## src/rtl/rxf_pkg.sv

```systemverilog
package rxf_pkg;

    typedef enum logic [2:0] {
        CLS_NONE    = 3'd0,
        CLS_PRIMARY = 3'd1,
        CLS_EXTRA   = 3'd2,
        CLS_BCAST   = 3'd3,
        CLS_HASH    = 3'd4,
        CLS_PROMISC = 3'd5
    } match_cls_e;

    localparam int unsigned CRC_W = 32;
    localparam logic [CRC_W-1:0] CRC_POLY_REFL = 32'hEDB88320;

endpackage

```

## src/rtl/rxf_crc_byte.sv

```systemverilog
module rxf_crc_byte
    import rxf_pkg::*;
(
    input  logic [CRC_W-1:0] crc_i,
    input  logic [7:0]       data_i,
    output logic [CRC_W-1:0] crc_o
);

    always_comb begin
        logic [CRC_W-1:0] c;
        c = crc_i;
        for (int k = 0; k < 8; k++) begin
            if (c[0] ^ data_i[k]) begin
                c = (c >> 1) ^ CRC_POLY_REFL;
            end else begin
                c = c >> 1;
            end
        end
        crc_o = c;
    end

endmodule

```

## src/rtl/rxf_addr_match.sv

```systemverilog
module rxf_addr_match #(
    parameter int unsigned ADDR_W  = 48,
    parameter int unsigned N_EXTRA = 4
) (
    input  logic [ADDR_W-1:0]         addr_i,
    input  logic [ADDR_W-1:0]         primary_i,
    input  logic [N_EXTRA*ADDR_W-1:0] extra_i,
    output logic                      hit_primary_o,
    output logic                      hit_extra_o
);

    logic [N_EXTRA-1:0] extra_hit;

    for (genvar g = 0; g < N_EXTRA; g++) begin : g_extra
        assign extra_hit[g] = (addr_i == extra_i[g*ADDR_W +: ADDR_W]);
    end

    assign hit_primary_o = (addr_i == primary_i);
    assign hit_extra_o   = |extra_hit;

endmodule

```

## src/rtl/rxf_classify.sv

```systemverilog
module rxf_classify
    import rxf_pkg::*;
#(
    parameter int unsigned ADDR_W     = 48,
    parameter int unsigned HASH_IDX_W = 6,
    localparam int unsigned HASH_N    = 1 << HASH_IDX_W
) (
    input  logic [ADDR_W-1:0]     addr_i,
    input  logic                  promisc_i,
    input  logic                  hit_primary_i,
    input  logic                  hit_extra_i,
    input  logic [HASH_N-1:0]     hash_tbl_i,
    input  logic [HASH_IDX_W-1:0] hash_idx_i,
    output logic                  accept_o,
    output match_cls_e            cls_o
);

    logic is_bcast;
    logic is_mcast;

    assign is_bcast = &addr_i;
    assign is_mcast = addr_i[0];

    always_comb begin
        if (promisc_i) begin
            cls_o = CLS_PROMISC;
        end else if (is_bcast) begin
            cls_o = CLS_BCAST;
        end else if (hit_primary_i) begin
            cls_o = CLS_PRIMARY;
        end else if (hit_extra_i) begin
            cls_o = CLS_EXTRA;
        end else if (is_mcast && hash_tbl_i[hash_idx_i]) begin
            cls_o = CLS_HASH;
        end else begin
            cls_o = CLS_NONE;
        end
        accept_o = (cls_o != CLS_NONE);
    end

endmodule

```

## src/rtl/rx_addr_filter.sv

```systemverilog
module rx_addr_filter
    import rxf_pkg::*;
#(
    parameter int unsigned ADDR_BYTES = 6,
    parameter int unsigned N_EXTRA    = 4,
    parameter int unsigned HASH_IDX_W = 6
) (
    input  logic                              clk,
    input  logic                              rst_n,
    input  logic                              in_valid,
    input  logic                              in_sof,
    input  logic                              in_eof,
    input  logic [7:0]                        in_byte,
    input  logic [ADDR_BYTES*8-1:0]           cfg_primary,
    input  logic [N_EXTRA*ADDR_BYTES*8-1:0]   cfg_extra,
    input  logic                              cfg_promisc,
    input  logic [(1<<HASH_IDX_W)-1:0]        cfg_hash,
    output logic                              dec_valid,
    output logic                              dec_accept,
    output logic [2:0]                        dec_class
);

    localparam int unsigned ADDR_W = ADDR_BYTES * 8;
    localparam int unsigned HASH_N = 1 << HASH_IDX_W;
    localparam int unsigned CNT_W  = $clog2(ADDR_BYTES + 1);
    localparam logic [CNT_W-1:0] LAST_IDX = CNT_W'(ADDR_BYTES - 1);

    typedef struct packed {
        logic                        active;
        logic [CNT_W-1:0]            cnt;
        logic [ADDR_W-1:0]           addr;
        logic [CRC_W-1:0]            crc;
        logic [ADDR_W-1:0]           snap_primary;
        logic [N_EXTRA*ADDR_W-1:0]   snap_extra;
        logic                        snap_promisc;
        logic [HASH_N-1:0]           snap_hash;
        logic                        dv;
        logic                        acc;
        match_cls_e                  cls;
    } state_t;

    state_t q, d;

    logic [CRC_W-1:0]  crc_seed, crc_next;
    logic [ADDR_W-1:0] addr_full;
    logic              hit_primary, hit_extra, cls_accept;
    match_cls_e        cls_calc;

    assign crc_seed = in_sof ? '1 : q.crc;

    always_comb begin
        addr_full = q.addr;
        addr_full[ADDR_W-8 +: 8] = in_byte;
    end

    rxf_crc_byte u_crc (
        .crc_i  (crc_seed),
        .data_i (in_byte),
        .crc_o  (crc_next)
    );

    rxf_addr_match #(
        .ADDR_W  (ADDR_W),
        .N_EXTRA (N_EXTRA)
    ) u_match (
        .addr_i        (addr_full),
        .primary_i     (q.snap_primary),
        .extra_i       (q.snap_extra),
        .hit_primary_o (hit_primary),
        .hit_extra_o   (hit_extra)
    );

    rxf_classify #(
        .ADDR_W     (ADDR_W),
        .HASH_IDX_W (HASH_IDX_W)
    ) u_cls (
        .addr_i        (addr_full),
        .promisc_i     (q.snap_promisc),
        .hit_primary_i (hit_primary),
        .hit_extra_i   (hit_extra),
        .hash_tbl_i    (q.snap_hash),
        .hash_idx_i    (crc_next[HASH_IDX_W-1:0]),
        .accept_o      (cls_accept),
        .cls_o         (cls_calc)
    );

    always_comb begin
        d     = q;
        d.dv  = 1'b0;
        d.acc = 1'b0;
        d.cls = CLS_NONE;
        if (in_valid) begin
            if (in_sof) begin
                d.snap_primary = cfg_primary;
                d.snap_extra   = cfg_extra;
                d.snap_promisc = cfg_promisc;
                d.snap_hash    = cfg_hash;
                d.addr         = '0;
                d.addr[7:0]    = in_byte;
                d.crc          = crc_next;
                d.cnt          = CNT_W'(1);
                d.active       = !in_eof;
                d.dv           = in_eof;
            end else if (q.active) begin
                d.addr[q.cnt*8 +: 8] = in_byte;
                d.crc                = crc_next;
                d.cnt                = q.cnt + CNT_W'(1);
                if (q.cnt == LAST_IDX) begin
                    d.active = 1'b0;
                    d.dv     = 1'b1;
                    d.acc    = cls_accept;
                    d.cls    = cls_calc;
                end else if (in_eof) begin
                    d.active = 1'b0;
                    d.dv     = 1'b1;
                end
            end
        end
    end

    always_ff @(posedge clk) begin
        if (!rst_n) begin
            q <= '0;
        end else begin
            q <= d;
        end
    end

    assign dec_valid  = q.dv;
    assign dec_accept = q.acc;
    assign dec_class  = q.cls;

    // keep bit agrees with the reported class
    assert_keep_matches_class_R2: assert property (@(posedge clk) disable iff (!rst_n)
        dec_valid |-> (dec_accept == (dec_class != CLS_NONE)));

    // broadcast class only for an all-ones destination
    assert_bcast_all_ones_R3: assert property (@(posedge clk) disable iff (!rst_n)
        (dec_valid && dec_class == CLS_BCAST) |-> (&q.addr));

    // bin class only for a group destination
    assert_hash_needs_group_R6: assert property (@(posedge clk) disable iff (!rst_n)
        (dec_valid && dec_class == CLS_HASH) |-> q.addr[0]);

    // a decision always follows a valid byte beat
    assert_strobe_after_byte_R8: assert property (@(posedge clk) disable iff (!rst_n)
        dec_valid |-> $past(in_valid));

    // a single-beat frame is discarded on the next cycle
    assert_single_beat_drop_R9: assert property (@(posedge clk) disable iff (!rst_n)
        (in_valid && in_sof && in_eof) |=> (dec_valid && !dec_accept && dec_class == CLS_NONE));

    // an end marker on an early address byte gives a discard
    assert_short_frame_drop_R9: assert property (@(posedge clk) disable iff (!rst_n)
        (in_valid && !in_sof && in_eof && q.active && q.cnt != LAST_IDX)
        |=> (dec_valid && !dec_accept));

endmodule

```

## config.mk

```make
export PLATFORM = sky130hd
export DESIGN_NAME = rx_addr_filter
export DESIGN_NICKNAME = d
export VERILOG_FILES = /design/src/rtl/rxf_pkg.sv /design/src/rtl/rxf_crc_byte.sv /design/src/rtl/rxf_addr_match.sv /design/src/rtl/rxf_classify.sv /design/src/rtl/rx_addr_filter.sv
export SDC_FILE = /design/constraint.sdc
export NUM_CORES = 1
export LEC_CHECK = 0
export BUFFER_PORTS_ARGS = -buffer_cell sky130_fd_sc_hd__buf_2
export CORE_MARGIN = 2
export CORE_UTILIZATION = 57
export CTS_CLUSTER_DIAMETER = 120
export DETAILED_ROUTE_END_ITERATION = 16
export PLACE_DENSITY_LB_ADDON = 0.15
export SLEW_MARGIN = 10
export SYNTH_ARGS = -nofsm -noshare
export SYNTH_HDL_FRONTEND = slang
export SYNTH_SLANG_ARGS = --single-unit
```

## constraint.sdc

```tcl
create_clock -name clk -period 3.4 [get_ports clk]
set_input_delay 0.68 -clock clk [delete_from_list [all_inputs] [get_ports clk]]
set_output_delay 0.68 -clock clk [all_outputs]
set_load 0.005 [all_outputs]
```

==> flow_metrics.tcl, run 1 <==
set metrics [dict create \
    status "finished, final reports clean" \
    synth.net_count 2681 \
    yosys_warnings 0 \
    leakage_nw 9.09 \
    drive_above_1_share 0.181 \
    die_x_um 189 \
    irDropWorstVdd_uv 340 \
    synth_most_common_cell "nand2_1" \
    tightest_slew_ns 0.991 \
    cts_hold_buf 0 \
    crit_path_end_kind "flip-flop" \
    wl_um 60700 \
    grt-ovfl-total 0 \
    gp_congestion 0.957 \
    worst_r2r_endpoint "dec_class[1]" \
    clk_path_buf_depth 3 \
    insertion_delay_ns 0.55 \
    avgSynthCellArea_um2 8.24 \
    nets 2902 \
    grt_first_pass_wirelength_um 93000 \
    start_util 0.580 \
    drt-initial-drc-count 1640 \
    ant_nets 0 \
    rsz0062_at_grt "no" \
    cp-endpoint "dec_class[1]" \
    synthFlopType "dfxtp_1" \
    drc_errors 0 \
    r2r_slack_ns 0.47 \
    hold_viol 0 \
    yosysUniqueCellTypes 64 \
    cts_setup_buffers 0 \
    ioPinCount 323 \
    crit_required_ns 3.86 \
    setup_viol 0 \
    placed_area_um2 21300 \
    fin_crit_sh 0.861 \
    setup_tns_ns 0 \
    port_buffers 322 \
    synthCells 2359 \
    path_clk_slew_ns 0.06 \
    synth_edf_count 0 \
    start_kind "flip-flop" \
    hp-class "input port to flip-flop" \
    die_h_um 189 \
    yosys-top-cells-count "nand2_1 (699), dfxtp_1 (386), a21boi_0 (331), xnor2_1 (202), clkbuf_1 (165)" \
    dieArea_um2 35600 \
    cts_resized 0 \
    place_hpwl_um 43200 \
    max_freq_mhz 341 \
    cts_buffers 41 \
    maxSlewViolCount 0 \
    viasPerCell 5.59 \
    arrival_ns 3.39 \
    r2r_cells 9 \
    cts_tree "yes" \
    ys_seq_area_frac 0.398 \
    skew_ns 0.0203 \
    syn_to_final_growth_pct 16.4 \
    crit_fanout 5 \
    grt_max_degree 221 \
    vias 17100 \
    final_area_um2 22600 \
    cts.sink_count 386 \
    wl_per_cell_um 19.9 \
    relSlewSlack 0.339 \
    period_needed_ns 2.93 \
    synth.top_cell.area_share 0.398 \
    synth_seq_cells 386 \
    core_area_um2 33500 \
    diodes 0 \
    async_reset_ff_frac 0 \
    yosysTopAreaCell "dfxtp_1" \
    row_count 67 \
    reg2reg_from "addr_full[24]" \
    track_usage 0.337 \
    htree_levels 2 \
    fill_cells 2875 \
    antenna_found_initial 0 \
    powerDensity_nw_per_um2 497 \
    critPathKind "flip-flop to flip-flop" \
    grt_pass1_vias 16200 \
    synth_area_um2 19400 \
    crit_start "addr_full[24]" \
    drtPass1Iterations 5 \
    drv_cap 0 \
    clockRootBuffer "clkbuf_16" \
    synth_area_leaders "dfxtp_1 (40%), nand2_1 (13%), a21boi_0 (13%)" \
]
==> sequential cells by signal, summed over array words and instances (netlist names) <==
signal,flops
dec_class,3
dec_valid,1
addr_full,40
q,341
dec_accept,1
==> placed cells by master (no fill, tap or decap), types with 36 or more instances in the layout <==
cell         n
nand4_1     58
clkbuf_16   42
xnor2_1    202
buf_4       54
nor4_1      37
xor2_1     117
nor2_1      36
nand2_1    698
buf_2      321
nand3_1     42
dfxtp_1    386
a21boi_0   331
==> stage by stage <==
step	power [mW]	utilization	hold slack, ns	instances	worst slack [ns]
2_1_floorplan	6.21	-	0.439	2359	0.697
3_3_place_gp	6.74	0.635	0.451	2985	0.358
3_5_place_dp	6.77	0.635	0.458	2985	0.224
4_1_cts	11.3	0.675	0.371	3053	0.554
5_1_grt	11.6	0.675	0.383	3053	0.330
6_report	11.2	0.675	0.377	3053	0.471
==> worst min path at each step <==
| stage | depth (start not counted) | slack [ns] | startpoint | endpoint |
|---|---|---|---|---|
| after global routing | 3 | 0.38 | cfg_extra[3] | q[73] |
| after CTS | 3 | 0.37 | cfg_extra[86] | q[156] |
| after global placement | 2 | 0.45 | q[68] | q[68] |
| after detailed placement | 2 | 0.46 | q[68] | q[68] |
| final | 3 | 0.38 | cfg_extra[86] | q[156] |
| after floorplan | 2 | 0.44 | q[38] | q[38] |
==> cell families (layout without fill, tap and decap cells) <==
logic type      count (synthesis)  in the layout  synth area share
buf+inv                       207            453            0.0436
flops                         386            386             0.398
mux                            24             24            0.0186
simple gates                  969            969             0.216
fa+ha+maj                       4              4           0.00257
compound gates                442            442             0.170
xor+xnor                      327            327             0.152
==> report_power, final <==
part	internal (mW)	switching, mW
combinational	0.806	0.951
clock	2.69	1.85
sequential	4.74	0.199
total	8.24	3.00
==> layout make-up <==
cell class	count	area (µm²)	share of cell area
multi-input combinational	1766	10900	0.481
sequential	386	7730	0.341
timing repair buffer	380	2110	0.0930
clock buffer	56	1160	0.0514
tap	448	561	0.0248
clock inverter	12	175	0.00774
inverter	5	18.8	0.000829
==> per-layer routing <==
layer / global-route usage / part of all wire / up-vias
li1: - / - / 8226
met1: 0.479 / 0.44 / 7975
met2: 0.515 / 0.43 / 727
met3: 0.0592 / 0.084 / 138
met4: 0.119 / 0.038 / 0
met5: 0 / 0 / -
==> worst max-delay path, cell delays in order (launching register included) <==
cell,delay [ns]
dfxtp_1,0.76
xor2_1,0.16
nor4_1,0.42
nand4_1,0.17
nor3_1,0.56
a31oi_1,0.13
o311ai_0,0.15
buf_4,0.22
nand2_1,0.05
a211oi_1,0.21
(Power assumes the default switching activity.)
==> run 2, diff against run 1 <==
==> constraint.sdc (replaced) <==
create_clock -name clk -period 3.4 [get_ports clk]
set_input_delay 0.51 -clock clk [delete_from_list [all_inputs] [get_ports clk]]
set_output_delay 0.51 -clock clk [all_outputs]
set_load 0.005 [all_outputs]
==> run 2 against run 1 <==
- sequential share of layout area decreased by 0.27 points
- flip-flop and latch count unchanged
- count of clock-buffer cells in the layout increased by 3
- global-route usage increased by 0.26 points
- clock power increased by 6.4%
- die area unchanged
- non-clock buffer count increased by 8
- first-iteration DRC count increased by 8.4%
- cell count increased by 0.52%
- critical path depth decreased by 1
- critical endpoint unchanged
- register-to-register slack got worse by 0.07 ns
- worst hold slack got worse by 0.16 ns
==> flow_metrics.tcl, run 2 (same netlist as run 1, synthesis figures left out) <==
set metrics [dict create \
    grt-ovfl-total 0 \
    ioPinCount 323 \
    die_x_um 189 \
    drc_errors 0 \
    port_buffers 322 \
    period_needed_ns 3.00 \
    cts_hold_buf 0 \
    place_hpwl_um 44600 \
    hp-class "input port to flip-flop" \
    clockRootBuffer "clkbuf_16" \
    met2_usage 0.524 \
    htree_levels 2 \
    core_area_um2 33500 \
    whs_ns 0.212 \
    combPwrFrac 0.154 \
    rsz0062_at_grt "no" \
    powerDensity_nw_per_um2 506 \
    crit_fanout 4 \
    relSlewSlack 0.133 \
    total_power_mw 11.5 \
    busiest_layer "met2" \
    grt_pass1_vias 16700 \
    largest_register_ffs 341 \
    wl_um 61700 \
    fill_cells 2845 \
    antenna_found_initial 2 \
    p_int_mw 8.49 \
    ant_nets 0 \
    largest-register "q" \
    die_h_um 189 \
    maxSlewViolCount 0 \
    irDropWorstVdd_uv 324 \
    cts_resized 0 \
    arrival_ns 3.46 \
    pwr-share-seq 0.428 \
    drive_above_1_share 0.185 \
    drt-initial-drc-count 1777 \
    hold_path_depth 3 \
    hold_viol 0 \
    wl_per_cell_um 20.1 \
    drv_cap 0 \
    viasPerCell 5.68 \
    row_count 67 \
    grt_max_degree 211 \
    grt_util_met1 0.461 \
    fin_crit_sh 0.882 \
    vias 17400 \
    nets 2910 \
    status "finished, final reports clean" \
    setup_viol 0 \
    insertion_delay_ns 0.55 \
    gp_congestion 1.02 \
    start_kind "flip-flop" \
    clk_path_buf_depth 3 \
    grt_first_pass_wirelength_um 93900 \
    syn_to_final_growth_pct 17.4 \
    setup_tns_ns 0 \
    cts_buffers 41 \
    tightest_slew_ns 1.28 \
    critPathKind "flip-flop to flip-flop" \
    p_clk_frac 0.418 \
    crit_required_ns 3.87 \
    crit_path_end_kind "flip-flop" \
    start_util 0.580 \
    dieArea_um2 35600 \
    fin_util 0.680 \
    p_switching_mw 3.05 \
    cts.sink_count 386 \
    cts_tree "yes" \
    cts_setup_buffers 0 \
    r2r_cells 8 \
    use_met3 0.0738 \
    max_freq_mhz 333 \
    final_cell_mix "nand2_1 (698), dfxtp_1 (386), a21boi_0 (331)" \
    track_usage 0.340 \
    drtPass1Iterations 6 \
    path_clk_slew_ns 0.06 \
    skew_ns 0.0173 \
    final_common_cell "nand2_1" \
    swShare 0.264 \
    leakage_nw 9.19 \
]
run 2: cell count changes in the layout (fill, tap and decap cells not counted):
cell and delta:
clkinv_4 +1, diode_2 +1, bufinv_16 +2, clkinv_8 -1
clkinvlp_4 +2, clkbuf_8 +2, buf_4 +8, clkbuf_16 +1
run 2: final timing paths:
| check | slack, ns | startpoint | endpoint |
|---|---|---|---|
| min reg2reg | 0.46 | q[14] | q[14] |
| max | 0.40 | addr_full[16] | dec_class[1] |
| min | 0.21 | cfg_extra[155] | q[225] |
| max reg2reg | 0.40 | addr_full[16] | dec_class[1] |
run 2: worst max-delay path, stage by stage, from the launching register on:
cell and delay, ns:
dfxtp_1 0.58, buf_4 0.25, xnor2_1 0.13, nand4_1 0.16, nor4_1 0.84, a31oi_1 0.21, o311ai_0 0.39, nand2_1 0.11
a211oi_1 0.26
run 2: routing by layer:
metal  vias to the layer above  share of wire
met2                       891           0.44
met5                         -        0.00021
met3                       197           0.10
li1                       8240              -
met4                         2          0.043
met1                      8107           0.42
run 2: area by class of cell:
cell class,count,area [µm²],share of cell area
diodes,1,2.50,0.000110
clock buffers,59,1220,0.0533
well taps,448,561,0.0246
repair buffers,388,2170,0.0949
clock inverters,16,243,0.0106
inverters,5,18.8,0.000823
multi-input cells,1766,10900,0.477
flip-flops and latches,386,7730,0.339
run 2: stage by stage:
step	area (µm²)	worst slack [ns]	instances
final	22800	0.401	3069
after global routing	22800	0.332	3068
after CTS	22800	0.472	3068
after detailed placement	21400	0.298	2993
after global placement	21400	0.306	2993
after floorplan	19400	0.770	2359
run 2: power groups by stage:
stage          Sequential (mW)  Clock (mW)  Combinational [mW]
2_1_floorplan             4.94           0                1.27
3_3_place_gp              5.03           0                1.72
3_5_place_dp              5.03           0                1.75
4_1_cts                   4.93        4.85                1.76
5_1_grt                   4.95        5.02                1.96
6_report                  4.94        4.83                1.77
==> run 3, diff against run 2 <==
- CORE_ASPECT_RATIO: not set -> 0.6
==> run 3 against run 2 <==
- non-clock buffer count shrank 5
- combinational power is essentially flat
- setup slack lost 0.097 ns
- die area grew 0.13%
- critical path type unchanged
- largest cell class unchanged
- highest routed layer unchanged
==> flow_metrics.tcl, run 3 (same netlist as run 1, synthesis figures left out) <==
set metrics [dict create \
    status "finished, final reports clean" \
    swShare 0.278 \
    final_cell_mix "nand2_1 (698), dfxtp_1 (386), a21boi_0 (331)" \
    nets 2900 \
    powerDensity_nw_per_um2 476 \
    die_h_um 147 \
    drtPass1Iterations 6 \
    combPwrFrac 0.168 \
    final_common_cell "nand2_1" \
    clockRootBuffer "clkbuf_16" \
    grt-ovfl-total 0 \
    critPathMaxStageDelay_ns 0.81 \
    hp-class "input port to flip-flop" \
    grt_util_met1 0.516 \
    max_freq_mhz 323 \
    maxSlewViolCount 0 \
    path_clk_slew_ns 0.07 \
    fin_crit_sh 0.910 \
    start_kind "flip-flop" \
    met2_usage 0.499 \
    grt_max_degree 211 \
    period_needed_ns 3.10 \
    row_count 52 \
    insertion_delay_ns 0.55 \
    wl_um 63000 \
    cts.sink_count 386 \
    crit_required_ns 3.86 \
    relSlewSlack 0.400 \
    grt_first_pass_wirelength_um 95400 \
    skew_ns 0.0171 \
    cts_setup_buffers 0 \
    use_met3 0.0930 \
    setup_tns_ns 0 \
    ant_nets 0 \
    drt-initial-drc-count 1949 \
    irDropWorstVdd_uv 339 \
    viasPerCell 5.69 \
    grt_pass1_vias 16400 \
    crit_fanout 5 \
    start_util 0.578 \
    cts_hold_buf 0 \
    busiest_layer "met1" \
    die_x_um 242 \
    htree_levels 2 \
    p_switching_mw 2.97 \
    setup_viol 0 \
    hold_viol 0 \
    wl_per_cell_um 20.6 \
    largest_register_ffs 341 \
    cts_tree "yes" \
    cts_buffers 36 \
    drc_errors 0 \
    rsz0062_at_grt "no" \
    diodes 0 \
    p_int_mw 7.71 \
    drive_above_1_share 0.180 \
    vias 17400 \
    p_clk_frac 0.369 \
    antenna_found_initial 1 \
    port_buffers 322 \
    critPathKind "flip-flop to flip-flop" \
    leakage_nw 9.00 \
    syn_to_final_growth_pct 15.5 \
    ioPinCount 323 \
    track_usage 0.347 \
    clk_path_buf_depth 3 \
    cp_cell_sequence "xor2_1 -> nor4_1 -> nand4_1 -> nor3_1 -> a31oi_1 -> o311ai_0 -> buf_4 -> nand2_1 -> a211oi_1" \
    largest-register "q" \
    dieArea_um2 35600 \
    tightest_slew_ns 0.900 \
    crit_slowest_cell "dfxtp_1" \
    drv_cap 0 \
    arrival_ns 3.55 \
    gp_congestion 0.943 \
    whs_ns 0.207 \
    crit_path_end_kind "flip-flop" \
    cts_resized 0 \
    place_hpwl_um 46200 \
    pwr-share-seq 0.463 \
    core_area_um2 33600 \
]
run 3: cell types whose count changed in the layout (fill, tap and decap cells not counted), moves of 2 or more:
cell,previous run,this run
bufinv_16,6,0
clkbuf_16,43,37
buf_4,62,57
clkbuf_1,8,5
clkinvlp_4,2,0
run 3: final timing paths:
check	cells past startpoint	end	startpoint	slack (ns)
setup / recovery	9	dec_class[1]	addr_full[3]	0.30
hold / removal	3	q[99]	cfg_extra[29]	0.21
setup reg to reg	9	dec_class[1]	addr_full[3]	0.30
hold reg to reg	2	q[5]	q[5]	0.47
run 3: layer usage:
layer	vias up	part of all wire
met5	-	0.00019
met4	2	0.020
met3	121	0.11
met2	821	0.41
met1	8235	0.45
li1	8224	-
run 3: critical path, delay by kind of cell, from the launching register on:
family	cells	cell delay, ns
xor gates and xnor gates	1	0.13
buffers and inverters	1	0.21
AOI/OAI and AO/OA	3	0.57
and+or+nand+nor	4	1.28
DFF	1	0.81
run 3: through the flow:
step                      setup slack, ns  std cells  utilization  total power [mW]  instance area [µm²]
after global placement              0.470       2999        0.634              6.75                21300
after floorplan                     0.770       2359            -              6.21                19400
final                               0.305       3059        0.667              10.7                22400
after global routing                0.220       3059        0.667              11.1                22400
after CTS                           0.473       3059        0.667              10.7                22400
after detailed placement            0.295       2999        0.634              6.80                21300
run 3: final cells by class:
class / instances / area (µm²)
Clock buffer: 50 / 1050
Clock inverter: 10 / 61.3
Fill cell: 2894 / 11200
Inverter: 5 / 18.8
Multi-Input combinational cell: 1766 / 10900
Sequential cell: 386 / 7730
Tap cell: 459 / 574
Timing Repair Buffer: 383 / 2130
run 3: power groups by stage:
stage	clock (mW)	combinational (mW)	sequential (mW)
after floorplan	0	1.27	4.94
after global placement	0	1.71	5.03
after detailed placement	0	1.76	5.04
after CTS	3.98	1.77	4.94
after global routing	4.16	1.95	4.96
final	3.95	1.80	4.95
